[src/rtl/sync_corr_pkg.sv]
package sync_corr_pkg;
  // number of pairwise levels needed to reduce n leaves to one
  function automatic int tree_lvls(input int n);
    return (n < 2) ? 1 : $clog2(n);
  endfunction
endpackage

[src/rtl/sync_window.sv]
module sync_window #(
  parameter int L = 8
) (
  input  logic           clk,
  input  logic           rst_n,
  input  logic           en,
  input  logic [L-1:0]   din,
  output logic [2*L-1:0] win,
  output logic           full
);
  logic [2*L-1:0] win_q, win_d;
  logic [1:0]     fill_q, fill_d;

  always_comb begin
    win_d  = win_q;
    fill_d = 2'd0;
    if (en) begin
      win_d  = {din, win_q[2*L-1:L]};
      fill_d = (fill_q == 2'd2) ? 2'd2 : fill_q + 2'd1;
    end
  end

  always_ff @(posedge clk or negedge rst_n) begin
    if (!rst_n) begin
      win_q  <= '0;
      fill_q <= 2'd0;
    end else begin
      win_q  <= win_d;
      fill_q <= fill_d;
    end
  end

  assign win  = win_q;
  assign full = (fill_q == 2'd2);
endmodule

[src/rtl/sync_match_tree.sv]
module sync_match_tree
  import sync_corr_pkg::*;
#(
  parameter int           W   = 8,
  parameter logic [W-1:0] PAT = '0
) (
  input  logic                       clk,
  input  logic                       rst_n,
  input  logic                       en,
  input  logic [W-1:0]               seg,
  output logic [$clog2(W+1)-1:0]     score
);
  localparam int LV = tree_lvls(W);
  localparam int P  = 1 << LV;
  localparam int SW = $clog2(W+1);

  logic [SW-1:0] leaf [P];
  logic [SW-1:0] q    [LV+1][P];
  logic [SW-1:0] d    [LV+1][P];

  for (genvar j = 0; j < P; j++) begin : g_leaf
    if (j < W) begin : g_bit
      assign leaf[j] = {{(SW-1){1'b0}}, ~(seg[j] ^ PAT[j])};
    end else begin : g_pad
      assign leaf[j] = '0;
    end
  end

  always_comb begin
    for (int lv = 0; lv <= LV; lv++)
      for (int n = 0; n < P; n++)
        d[lv][n] = '0;
    for (int lv = 1; lv <= LV; lv++)
      for (int n = 0; n < (P >> lv); n++)
        d[lv][n] = (lv == 1) ? leaf[2*n] + leaf[2*n+1]
                             : q[lv-1][2*n] + q[lv-1][2*n+1];
  end

  always_ff @(posedge clk or negedge rst_n) begin
    if (!rst_n) begin
      for (int lv = 0; lv <= LV; lv++)
        for (int n = 0; n < P; n++)
          q[lv][n] <= '0;
    end else if (en) begin
      for (int lv = 0; lv <= LV; lv++)
        for (int n = 0; n < P; n++)
          q[lv][n] <= d[lv][n];
    end
  end

  assign score = q[LV][0];
endmodule

[src/rtl/sync_argmax_tree.sv]
module sync_argmax_tree
  import sync_corr_pkg::*;
#(
  parameter int L  = 8,
  parameter int SW = 4,
  parameter int IW = 3
) (
  input  logic                  clk,
  input  logic                  rst_n,
  input  logic                  en,
  input  logic [L-1:0][SW-1:0]  scores,
  output logic [SW-1:0]         top_score,
  output logic [IW-1:0]         top_idx
);
  localparam int LV = tree_lvls(L);
  localparam int P  = 1 << LV;

  logic [SW-1:0] lsc [P];
  logic [IW-1:0] lix [P];
  logic [SW-1:0] sq [LV+1][P];
  logic [SW-1:0] sd [LV+1][P];
  logic [IW-1:0] iq [LV+1][P];
  logic [IW-1:0] id [LV+1][P];

  for (genvar j = 0; j < P; j++) begin : g_leaf
    if (j < L) begin : g_real
      assign lsc[j] = scores[j];
      assign lix[j] = IW'(j);
    end else begin : g_pad
      assign lsc[j] = '0;
      assign lix[j] = '0;
    end
  end

  always_comb begin
    logic [SW-1:0] sa, sb;
    logic [IW-1:0] ia, ib;
    for (int lv = 0; lv <= LV; lv++)
      for (int n = 0; n < P; n++) begin
        sd[lv][n] = '0;
        id[lv][n] = '0;
      end
    for (int lv = 1; lv <= LV; lv++)
      for (int n = 0; n < (P >> lv); n++) begin
        sa = (lv == 1) ? lsc[2*n]   : sq[lv-1][2*n];
        sb = (lv == 1) ? lsc[2*n+1] : sq[lv-1][2*n+1];
        ia = (lv == 1) ? lix[2*n]   : iq[lv-1][2*n];
        ib = (lv == 1) ? lix[2*n+1] : iq[lv-1][2*n+1];
        // strict compare: the lower-index side wins a tie
        if (sb > sa) begin
          sd[lv][n] = sb;
          id[lv][n] = ib;
        end else begin
          sd[lv][n] = sa;
          id[lv][n] = ia;
        end
      end
  end

  always_ff @(posedge clk or negedge rst_n) begin
    if (!rst_n) begin
      for (int lv = 0; lv <= LV; lv++)
        for (int n = 0; n < P; n++) begin
          sq[lv][n] <= '0;
          iq[lv][n] <= '0;
        end
    end else if (en) begin
      for (int lv = 0; lv <= LV; lv++)
        for (int n = 0; n < P; n++) begin
          sq[lv][n] <= sd[lv][n];
          iq[lv][n] <= id[lv][n];
        end
    end
  end

  assign top_score = sq[LV][0];
  assign top_idx   = iq[LV][0];
endmodule

[src/rtl/sync_win_delay.sv]
module sync_win_delay #(
  parameter int WW = 16,
  parameter int D  = 6
) (
  input  logic          clk,
  input  logic          rst_n,
  input  logic          en,
  input  logic [WW-1:0] din,
  output logic [WW-1:0] dout
);
  logic [WW-1:0] st_q [D];
  logic [WW-1:0] st_d [D];

  always_comb begin
    st_d[0] = din;
    for (int s = 1; s < D; s++) st_d[s] = st_q[s-1];
  end

  always_ff @(posedge clk or negedge rst_n) begin
    if (!rst_n) begin
      for (int s = 0; s < D; s++) st_q[s] <= '0;
    end else if (en) begin
      for (int s = 0; s < D; s++) st_q[s] <= st_d[s];
    end
  end

  assign dout = st_q[D-1];
endmodule

[src/rtl/sync_corr.sv]
module sync_corr
  import sync_corr_pkg::*;
#(
  parameter int           L         = 8,
  parameter logic [L-1:0] SYNC_WORD = 8'h8E,
  localparam int          SW        = $clog2(L+1),
  localparam int          IW        = $clog2(L)
) (
  input  logic           clk,
  input  logic           rst_n,
  input  logic           en,
  input  logic [L-1:0]   din,
  output logic [SW-1:0]  best_score,
  output logic [IW-1:0]  best_idx,
  output logic [2*L-1:0] win_dly,
  output logic           res_vld
);
  localparam int LV = tree_lvls(L);
  localparam int D  = 2 * LV;

  // reset: asserted asynchronously, released on the clock
  logic [1:0] rs_q;
  logic       srst_n;
  always_ff @(posedge clk or negedge rst_n) begin
    if (!rst_n) rs_q <= 2'b00;
    else        rs_q <= {rs_q[0], 1'b1};
  end
  assign srst_n = rs_q[1];

  logic [2*L-1:0]       win;
  logic                 win_full;
  logic [L-1:0][SW-1:0] scores;

  sync_window #(.L(L)) u_win (
    .clk(clk), .rst_n(srst_n), .en(en), .din(din),
    .win(win), .full(win_full)
  );

  for (genvar i = 0; i < L; i++) begin : g_cand
    sync_match_tree #(.W(L), .PAT(SYNC_WORD)) u_mt (
      .clk(clk), .rst_n(srst_n), .en(en),
      .seg(win[i+L-1:i]), .score(scores[i])
    );
  end

  sync_argmax_tree #(.L(L), .SW(SW), .IW(IW)) u_max (
    .clk(clk), .rst_n(srst_n), .en(en), .scores(scores),
    .top_score(best_score), .top_idx(best_idx)
  );

  sync_win_delay #(.WW(2*L), .D(D)) u_dly (
    .clk(clk), .rst_n(srst_n), .en(en), .din(win), .dout(win_dly)
  );

  // valid flag travels with the data; cleared whenever enable drops
  logic [D-1:0] vld_q, vld_d;
  always_comb begin
    vld_d = '0;
    if (en) vld_d = {vld_q[D-2:0], win_full};
  end

  always_ff @(posedge clk or negedge srst_n) begin
    if (!srst_n) vld_q <= '0;
    else         vld_q <= vld_d;
  end

  assign res_vld = vld_q[D-1];
endmodule

[config.mk]
export PLATFORM = sky130hd
export DESIGN_NAME = sync_corr
export DESIGN_NICKNAME = d
export VERILOG_FILES = /design/src/rtl/sync_corr_pkg.sv /design/src/rtl/sync_window.sv /design/src/rtl/sync_match_tree.sv /design/src/rtl/sync_argmax_tree.sv /design/src/rtl/sync_win_delay.sv /design/src/rtl/sync_corr.sv
export SDC_FILE = /design/constraint.sdc
export NUM_CORES = 1
export LEC_CHECK = 0
export ABC_AREA = 1
export BUFFER_PORTS_ARGS = -buffer_cell sky130_fd_sc_hd__buf_2
export CAP_MARGIN = 30
export CORE_AREA = 2 2 142 144
export DETAILED_ROUTE_END_ITERATION = 10
export DIE_AREA = 0 0 144 146
export GPL_TIMING_DRIVEN = 0
export PLACE_DENSITY = 0.87
export SLEW_MARGIN = 25
export SYNTH_ARGS = -nofsm -noshare
export SYNTH_HDL_FRONTEND = slang
export SYNTH_SLANG_ARGS = --single-unit
[constraint.sdc]
create_clock -name clk -period 9.1 [get_ports clk]
set_input_delay 0.455 -clock clk [delete_from_list [all_inputs] [get_ports clk]]
set_output_delay 0.455 -clock clk [all_outputs]
set_load 0.005 [all_outputs]
# Word-level counts from Yosys, hierarchy flattened
# Cells that the tools add are included.
[totals]
register_bits = 387
input_bits = 11
output_inout_bits = 24
elab_cells = 172
[op_classes]
n_addsub = 55
n_lt_le_gt_ge = 7
eq_ne = 1
muxes = 17
bitwise_logic = 14
[ops]
columns = ["cell", "n"]
rows = [
  ["adder 4 bit", 24],
  ["adder 1 x 1 -> 2 bit", 30],
  ["greater-than comparator 4 bit", 7],
  ["two-way mux 4 bit", 7],
  ["NOT 1 bit", 14],
  ["two-way mux 3 bit", 3],
  ["two-way mux 6 bit", 1],
  ["two-way mux 1 bit", 4],
  ["two-way mux 2 bit", 2],
  ["adder 2 x 1 -> 2 bit, second input constant", 1],
  ["== test 2 bit, second input constant", 1],
]

# Logic depth before layout (Yosys ltp)
# Gate-level depths: netlist of run 1.
[depth]
depth_word = 3
depth_mapped = 11
mapped_depth_nobuf = 11

# Hierarchy
# From an unflattened synthesis of run 1, not the netlist that was laid out.
[hier_totals]
hier_cells = 1708
area_unflattened_um2 = 15230.9
[modules_own_cells]
columns = ["mod", "n_inst", "cells_per_inst", "area_each_um2", "seq_area_each_um2"]
rows = [
  ["sync_match_tree", 8, 100, 954.7, 450.4],
  ["sync_win_delay", 1, 406, 3641.0, 2402.3],
  ["sync_argmax_tree", 1, 403, 2949.1, 1026.0],
  ["sync_window", 1, 78, 754.5, 450.4],
  ["sync_corr", 1, 21, 249.0, 200.2],
]

# Worst setup path after synthesis of run 1
# Ideal clock, no wire load.
[synth_path]
path_type = "flip-flop to flip-flop"
start = "register u_max.sq[59] (netlist bit)"
end = "register u_max.iq (netlist bit u_max.top_idx[0])"
setup_ns = 0.117
t_arrival_ns = 1.270
t_required_ns = 8.983
path_slack_ns = 7.712
path_stages_with_launch = 9
n_path_buf = 0
period_less_slack_ns = 1.388
path_cell_list = "dfrtp_1 > ha_1 > nand2_1 > inv_1 > nand3_1 > nand2_1 > nand2_1 > nand3_1 > nand2_1"
[synth_via]
elab_chain_cells = 2
[synth_rtl]
columns = ["element", "line_no", "source"]
rows = [
  ["start: declaration", "sync_argmax_tree.sv:20", "logic [SW-1:0] sq [LV+1][P];"],
  ["start signal: indexed assignment", "sync_argmax_tree.sv:70", "sq[lv][n] <= sd[lv][n];"],
  ["greater-than comparator 4 bit", "sync_argmax_tree.sv:50", "if (sb > sa) begin"],
  ["two-way mux 3 bit", "sync_argmax_tree.sv:50", ""],
  ["end signal: indexed assignment", "sync_argmax_tree.sv:71", "iq[lv][n] <= id[lv][n];"],
  ["end: declaration", "sync_argmax_tree.sv:22", "logic [IW-1:0] iq [LV+1][P];"],
]
# Every way passes these cells.
# A chain may end at the register's enable or synchronous reset.

# Final worst setup path of run 1
[layout_path]
start = "register u_dly.st_q (netlist bit u_dly.dout[12])"
end = "output port win_dly[12]"
[layout_lines]
columns = ["element", "line_no", "source"]
rows = [
  ["start: declaration", "sync_win_delay.sv:11", "logic [WW-1:0] st_q [D];"],
  ["end: declaration", "sync_corr.sv:15", "output logic [2*L-1:0] win_dly,"],
]
# No word-level cell between the ends.

==> results of run 1 <==
## stage by stage
step | instance area (um^2) | util | total power [uW] | hold slack (ps) | setup slack (ps)
5_1_grt | 13600 | 0.701 | 4190 | 137 | 7340
4_1_cts | 13600 | 0.701 | 3900 | 121 | 7390
3_5_place_dp | 12700 | 0.656 | 2830 | 243 | 7460
6_report | 13600 | 0.701 | 3900 | 132 | 7390
3_3_place_gp | 12600 | 0.651 | 2740 | 242 | -766
2_1_floorplan | 12100 | - | 2480 | 159 | 1650
## state kept, by name, summed over array words and instances, names as in the netlist
register,count
rs_q,2
u_dly.st_d,33
u_win.fill_q,2
g_cand.u_mt.score,32
u_win.win,16
u_max.top_idx,3
vld_q,6
u_max.iq,10
g_cand.u_mt.q,102
u_max.top_score,4
u_max.sq,24
u_dly.dout,15
## worst paths after layout
kind,end,startpoint,depth (start not counted)
max reg2reg,u_max.sq[63],u_max.sq[95],9
max,win_dly[12],u_dly.dout[12],2
max in group asynchronous,g_cand[0].u_mt.q[57],rs_q[1],2
min in group asynchronous,rs_q[1],rst_n,2
min,u_win.win[14],din[6],3
min reg2reg,g_cand[7].u_mt.q[57],rs_q[1],0
## layout make-up
cell class                 instances  area (um^2)
timing repair buffer              40          288
inverter                         141          529
fill                            1410         5780
buffer                            67          418
clock inverter                     6         82.6
tap                              265          332
clock buffer                      38          767
sequential                       249         6230
multi-input combinational        887         4900
## Yosys cell counts, drive strengths merged
| cell type | count | area [um^2] |
|---|---|---|
| inv | 141 | 529 |
| a21oi | 15 | 75.1 |
| dfrtp | 249 | 6230 |
| o22ai | 2 | 12.5 |
| or2 | 1 | 6.26 |
| nand2 | 549 | 2060 |
| ha | 100 | 1250 |
| xnor2 | 4 | 35.0 |
| o21a | 2 | 15.0 |
| xor2 | 4 | 35.0 |
| o21ai | 106 | 531 |
| clkbuf | 11 | 43.8 |
| fa | 24 | 480 |
| conb | 1 | 3.75 |
| buf | 56 | 374 |
| nand3 | 79 | 395 |
## per-layer routing
layer / part of all wire / global-route usage / vias to the layer above
met2: 0.49 / 0.468 / 348
met5: 0 / 0 / -
met3: 0.062 / 0.0385 / 85
li1: - / - / 4317
met4: 0.041 / 0.114 / 0
met1: 0.41 / 0.382 / 4479
## timing repair
item	in CTS	in global routing
endpoints found under the hold margin	2	0
hold buffers	1	0
gates resized for setup	0	0
## power by group
part           switching (uW)  total (uW)  internal, uW
clock network             422        1060           635
registers                 193        1570          1380
logic                     784        1280           492
total                    1400        3900          2510
## critical path, cell delays in order, from the launching register on
cell,delay (ps)
sky130_fd_sc_hd__dfrtp_1,450
sky130_fd_sc_hd__buf_4,160
sky130_fd_sc_hd__buf_2,110
## logic make-up after synthesis
logic type,count (synthesis)
simple gates,629
buf+inv,208
compound gates,125
xor+xnor,8
flops,249
other cells,1
fa+ha+maj,124
==> results.md, run 1 <==
Pwr:
- The leakage dissipation is 0.00745 uW.
- The highest ir drop seen on vdd is 0.000190 V.
- For this design the ratio of total power to cell area is 288 nW/um^2.

Timing:
- The top achievable clock speed is 586 MHz.
- The worst slew margin relative to its limit is 0.435.
- Setup violations remaining at the end of the flow were counted as 0.
- The max-slew violation count came to 0.
- The share of the clock period used by the worst path after layout is 0.187.
- The number of failing hold endpoints at the final stage came to 0.
- The sum of negative setup slack is 0 ps.
- For the pin with the worst max-slew slack, the measured transition is 848 ps.
- Setup repair after global routing left no endpoint under its margin.
- The clock period could shrink to 1710 ps.
- The post-route clock skew is 8.21 ps.

Yosys:
- After technology mapping, the gate count stands at 1344.
- The Yosys warning count is 0.
- In this run the mean area of a mapped cell was 8.99 um^2.
- The post-synthesis register bit count is 249.
- The complex-gate fraction of the synthesized area is 0.0524.
- For this run, the register share of the synthesized area comes to 0.516.
- The post-synthesis instance area is 12100 um^2.
- Measured against the total synthesized area, the mux share comes to 0.
- The synthesized netlist contains 22 unique library cells.
- The adder and majority gate portion of the synthesized area is 0.143.
- The share of synthesized cell area in and, or, nand and nor gates is 0.204.
- The synthesized netlist net count is 1479.
- The xor/xnor cell area share of the yosys netlist is 0.00580.
- The main combinational cell family by area after synthesis is simple AND/OR/NAND/NOR gates.

Worst setup path:
- STA classifies the critical path startpoint as a flip-flop.
- The top fanout value on the critical path is 3.
- For the worst setup path, the data arrival time is 1250 ps.
- The worst register-to-register path has a setup slack of 7450 ps.
- At the worst endpoint, the required time is 8650 ps.
- The path type of the worst setup path is flip-flop to output pin.
- STA classifies the critical path endpoint as an output pin.

Routing:
- The final routed DRC violation total is 0.
- Summed over all layers, the routed wires come to 28600 um.
- In this run the remaining antenna-violating nets after routing total 0.
- After the first detailed-routing iteration, the DRC count stood at 781.
- The number of iterations in the first detailed-routing pass is 5.
- The number of vias in the routed layout is 9229.
- The post-detailed-route wirelength per cell is 16.9 um.
- The average vias per placed instance is 5.45.

Placed design:
- The count of port buffers added during placement is 34.
- The cell count after placement is 1648.
- Routability-driven placement finished with a final weighted congestion of 0.912.
- The half-perimeter wire length after detailed placement is 20700 um.

Final layout:
- The area added between synthesis and finish is 12.2%.
- The number of antenna diodes in the final layout is 0.
- After the last flow step, the layout net total stands at 1547.
- The final cell count without fillers is 1693.
- Leaving out fill and tap cells, the most frequent cells in the layout are 549 x sky130_fd_sc_hd__nand2_1, 248 x sky130_fd_sc_hd__dfrtp_1, 140 x sky130_fd_sc_hd__inv_1, 104 x sky130_fd_sc_hd__o21ai_0, 100 x sky130_fd_sc_hd__ha_1.
- The fraction of layout cells with a size suffix above 1 is 0.0952.
- Leaving out fill and tap cells, the most frequent cell in the layout is sky130_fd_sc_hd__nand2_1.

CTS:
- TritonCTS built the clock tree.
- The TritonCTS buffer count is 26.
- The source-to-sink clock delay at the later pin of the worst-skew pair is 520 ps.
- Once the clock tree was built, the setup fixing pass inserted 0 buffers.
- The root buffer cell chosen for the clock tree is sky130_fd_sc_hd__clkbuf_16.
- In this run the deepest clock path goes through 3 buffers.
- CTS built an H-tree with a depth of 1.
- The clock transition at the register clock pins on the worst setup and hold paths after CTS is 60 ps.
- CTS saw 249 sinks.

Status:
- The run finished with clean final reports.

Die:
- Pin placement for this block handled 35 I/O pins.
- The floorplan step set the die height to 146 um.
- The total die area is 21000 um^2.
- For this configuration, the core starts out at a cell density of 0.625.
- The initialized floorplan defines 51 standard-cell rows.
- The total core area is 19300 um^2.
- The width of the die is 144 um.

Job:
- Across the run, the number of max-cap violations was 0.

GRT:
- The initial antenna violation count is 0.
- The total global-route track usage is 0.284.
- The total global routing overflow is 0.
- Entering global routing, the biggest net connects 54 pins.
- The via count of the first global-routing pass is 9345.
- The global-route wire length before repair is 46900 um.

Worst hold path:
- The tightest min-delay check is of the primary input to flip-flop type.
No activity file was read; power rests on OpenSTA's default activity.
==> run 2: changes to the inputs <==
ABC_AREA = 0   (was 1)
CORE_AREA = 2 2 143 145   (was 2 2 142 144)
DIE_AREA = 0 0 145 147   (was 0 0 144 146)
clock period = 1.6 ns   (was 9.1 ns; I/O delays follow)
==> run 2 against run 1 <==
- the run now ends with negative setup slack left
- synthesized cell count is 28% lower
- non-clock buffer count is 43 higher
- flip-flop and latch count stayed put
==> results.md, run 2 <==
Pwr:
- The highest ir drop seen on vdd was 0.00144 V (+660%).
- The leakage dissipation is 0.00690 uW (-7.4%).
- The power density relative to cell area came to 1870 nW/um^2 (+550%).

Worst hold path:
- The min-delay analysis places its worst path in the category primary input to flip-flop.

CTS:
- The number of H-tree levels is 1 (unchanged).
- The source-to-sink clock delay at the later pin of the worst-skew pair is 550 ps (+30 ps).
- The root buffer cell chosen for the clock tree is sky130_fd_sc_hd__clkbuf_16.
- The TritonCTS sink count is 249 (unchanged).
- The number of buffers on the longest clock path is 3 (unchanged).
- The clock transition at the register clock pins on the worst setup and hold paths after CTS is 60 ps (about the same).
- TritonCTS built the clock tree.
- The TritonCTS buffer count is 26 (unchanged).

Status:
- The final reports fail on negative setup slack.
- The flow ran to the end, but the final reports show violations.

Placed design:
- The half-perimeter wire length after detailed placement was 18500 um (-11%).
- The routability-driven placement congestion ratio is 0.864 (-5.2%).
- The count of port buffers added during placement is 33 (-2.9%).
- The instance area after placement is 12900 um^2 (+1.6%).

Yosys:
- The most common flop cell mapped by yosys is sky130_fd_sc_hd__dfrtp_1.
- The count of unique library cells instantiated by Yosys is 43 (+95%).
- The post-synthesis instance area is 12200 um^2 (+0.94%).
- The post-synthesis async set-or-reset flop share was 1.00 (unchanged).
- The number of flops mapped to enable cells by yosys is 0 (unchanged).
- In the post-synthesis netlist, the biggest area contributors are sky130_fd_sc_hd__dfrtp_1 51%, sky130_fd_sc_hd__ha_1 10%, sky130_fd_sc_hd__mux2_2 8.2%, sky130_fd_sc_hd__mux2_1 5.4%, sky130_fd_sc_hd__fa_1 3.9%.
- The synthesized netlist net count was 1108 (-25%).
- By count the netlist is led by 249 x sky130_fd_sc_hd__dfrtp_1, 100 x sky130_fd_sc_hd__ha_1, 89 x sky130_fd_sc_hd__mux2_2, 71 x sky130_fd_sc_hd__inv_1, 58 x sky130_fd_sc_hd__mux2_1.
- The synthesized instance count is 973 (-28%).
- Among all cell types in the netlist, the one instantiated most often is sky130_fd_sc_hd__dfrtp_1.
- Summed over all instances, the cell type with the most area after synthesis is sky130_fd_sc_hd__dfrtp_1.
- The synthesized area divided by synthesized cell count is 12.5 um^2 (+39%).
- The top cell type's share of synthesized area is 0.511 (-0.00482).
- The Yosys warning count is 0 (unchanged).
- The post-synthesis register bit count is 249 (unchanged).
- The sequential-to-total area share from yosys stat is 0.511 (-0.00482).

Timing:
- The worst-margin pin slew came to 803 ps (-44.7 ps).
- The post-route clock skew is 15.9 ps (+7.71 ps).
- Subtracting the final worst setup slack from the clock period gives 1730 ps.
- Dividing the final minimum period by the clock period gives 1.08.
- The sum of negative setup slack is -1950 ps (-1950 ps).
- Static timing analysis puts the maximum clock frequency at 579 MHz.
- Setup repair after global routing could not meet its margin everywhere.
- The worst slew margin relative to its limit is 0.464 (+0.0298).
- The max-slew violation count came to 0 (unchanged).
- The setup slack after layout is -126 ps (-7520 ps).
- The count of endpoints failing setup in the final report is 25 (+25).
- The number of failing hold endpoints at the final stage is 0 (unchanged).

Worst setup path:
- The top fanout value on the critical path is 10 (+7).
- STA classifies the critical path endpoint as a flip-flop.
- The kind of start point of the critical path is a flip-flop.
- The largest individual stage delay along the critical path comes from the cell sky130_fd_sc_hd__dfrtp_1.
- The arrival time reported for the critical path endpoint is 2190 ps (+940 ps).
- On the critical path the largest part of the delay comes from compound AO/OA/AOI/OAI gates.
- The path type of the worst setup path is flip-flop to flip-flop.
- The worst endpoint required time came to 2060 ps (-6590 ps).
- The critical path goes through ha_1 -> nor2b_1 -> o41a_1 -> buf_6 -> a21bo_1 -> a31oi_1.
- The delay of the slowest critical-path stage came to 380 ps (-70 ps).
- The buffers plus inverters on the worst setup path is 1 (-1).

Die:
- The number of ports placed on the die boundary is 35 (unchanged).
- The width of the die was 145 um (+0.69%).
- The total die area is 21300 um^2 (+1.4%).
- The initial core utilization is 0.614 (-0.0103).
- The number of placement rows is 52 (+2.0%).
- The height of the die is 147 um (+0.68%).
- The total core area is 19800 um^2 (+2.6%).

GRT:
- The total global-route track usage came to 0.275 (-0.00902).
- The maximum number of pins on one net before global-route repair is 53 (-1.9%).
- The via count of the first global-routing pass is 8623 (-7.7%).
- The total global routing overflow is 0 (unchanged).
- The initial antenna violation count came to 0 (unchanged).
- The global-route wire length before repair is 46300 um (-1.2%).

Routing:
- The number of iterations in the first detailed-routing pass is 5 (unchanged).
- The number of vias in the routed layout is 8208 (-11%).
- The final routed DRC violation total came to 0 (unchanged).
- The post-detailed-route wirelength per cell is 20.9 um (+24%).
- The number of nets with antenna violations after routing was 0 (unchanged).
- The total wire length is 28900 um (+0.83%).
- The number of violations reported at the end of detailed-routing iteration 0 was 645 (-17%).
- The average vias per placed instance came to 5.94 (+9.0%).

Final layout:
- The largest register by flop count is g_cand.u_mt.q.
- The total non-filler cell area in the finished layout is 14400 um^2 (+6.1%).
- The fraction of layout cells with a size suffix above 1 is 0.280 (+0.185).
- The area added between synthesis and finish is 18.0%.
- The flip-flop count of the largest register, all copies and words added is 102 (unchanged).
- Leaving out fill and tap cells, the most frequent cell in the layout is sky130_fd_sc_hd__dfrtp_1.
- The total number of nets in the final design is 1229 (-21%).
- The count of fill cells added during filler insertion is 1216 (-14%).
- The antenna cell count is 0 (unchanged).
- The library cells used most frequently in the layout, excluding fill and tap cells, are 243 x sky130_fd_sc_hd__dfrtp_1, 90 x sky130_fd_sc_hd__mux2_2, 83 x sky130_fd_sc_hd__ha_1, 62 x sky130_fd_sc_hd__buf_2, 61 x sky130_fd_sc_hd__inv_1.

Job:
- The max-capacitance violation count is 0 (unchanged).
-- run 2: final cells by class --
| cell class | count | area, um^2 | share of cell area |
|---|---|---|---|
| clock buffers | 38 | 756 | 0.0525 |
| clock inverters | 7 | 63.8 | 0.00444 |
| inverters | 71 | 267 | 0.0185 |
| repair buffers | 90 | 709 | 0.0493 |
| well taps | 270 | 338 | 0.0235 |
| flip-flops and latches | 249 | 6240 | 0.434 |
| plain buffers | 60 | 348 | 0.0242 |
| multi-input cells | 596 | 5660 | 0.394 |
-- run 2: kinds of logic (layout without fill, tap and decap cells) --
logic type | Yosys count | after routing | share of synthesized area
other | 1 | 1 | 0.000308
muxes | 165 | 165 | 0.152
AOI/OAI and AO/OA | 134 | 136 | 0.0714
DFF | 249 | 249 | 0.511
buffers and inverters | 131 | 266 | 0.0481
adders and majority gates | 124 | 124 | 0.142
xor gates and xnor gates | 8 | 8 | 0.00575
and+or+nand+nor | 161 | 162 | 0.0692
-- run 2: metrics by stage --
| stage | instances | worst slack, ps | util | hold slack (ps) | total power [uW] |
|---|---|---|---|---|---|
| 6_report | 1381 | -126 | 0.725 | 88.9 | 26900 |
| 5_1_grt | 1381 | -199 | 0.725 | 116 | 28600 |
| 3_5_place_dp | 1281 | -214 | 0.650 | -132 | 18800 |
| 4_1_cts | 1362 | -126 | 0.714 | 63.8 | 26000 |
| 2_1_floorplan | 973 | -904 | - | -216 | 16400 |
| 3_3_place_gp | 1276 | -1710 | 0.643 | -134 | 18200 |
-- run 2: timing repair --
item / in CTS / in global routing
gates resized for setup: 35 / 24
setup endpoints to repair: 39 / 41
buffers inserted: 22 / 18
cloned: 4 / 1
hold endpoints to repair: 10 / 0
hold buffers: 10 / 0
pin swaps: 19 / 25
-- run 2: where the power goes --
| part | switching (uW) | internal [uW] |
|---|---|---|
| clock network | 2480 | 3280 |
| logic | 5270 | 5910 |
| registers | 1650 | 8320 |
-- run 2: layer usage --
metal / GRT usage / vias to the layer above / part of all wire
met5: 0 / - / 0
met4: 0.115 / 0 / 0.040
met3: 0.0484 / 90 / 0.054
li1: - / 3636 / -
met1: 0.336 / 4177 / 0.39
met2: 0.486 / 305 / 0.51
-- run 2: path summary, 6_finish.rpt --
check	endpoint	depth (start not counted)	startpoint	slack (ps)
setup / recovery	u_max.iq[45]	6	u_max.sq[89]	-130
hold / removal	u_max.iq[60]	2	en	90
setup reg to reg	u_max.iq[45]	6	u_max.sq[89]	-130
hold reg to reg	u_dly.st_d[39]	0	rs_q[1]	180
max in group asynchronous	u_max.sq[57]	3	rs_q[1]	330
min in group asynchronous	u_dly.st_d[39]	0	rs_q[1]	180
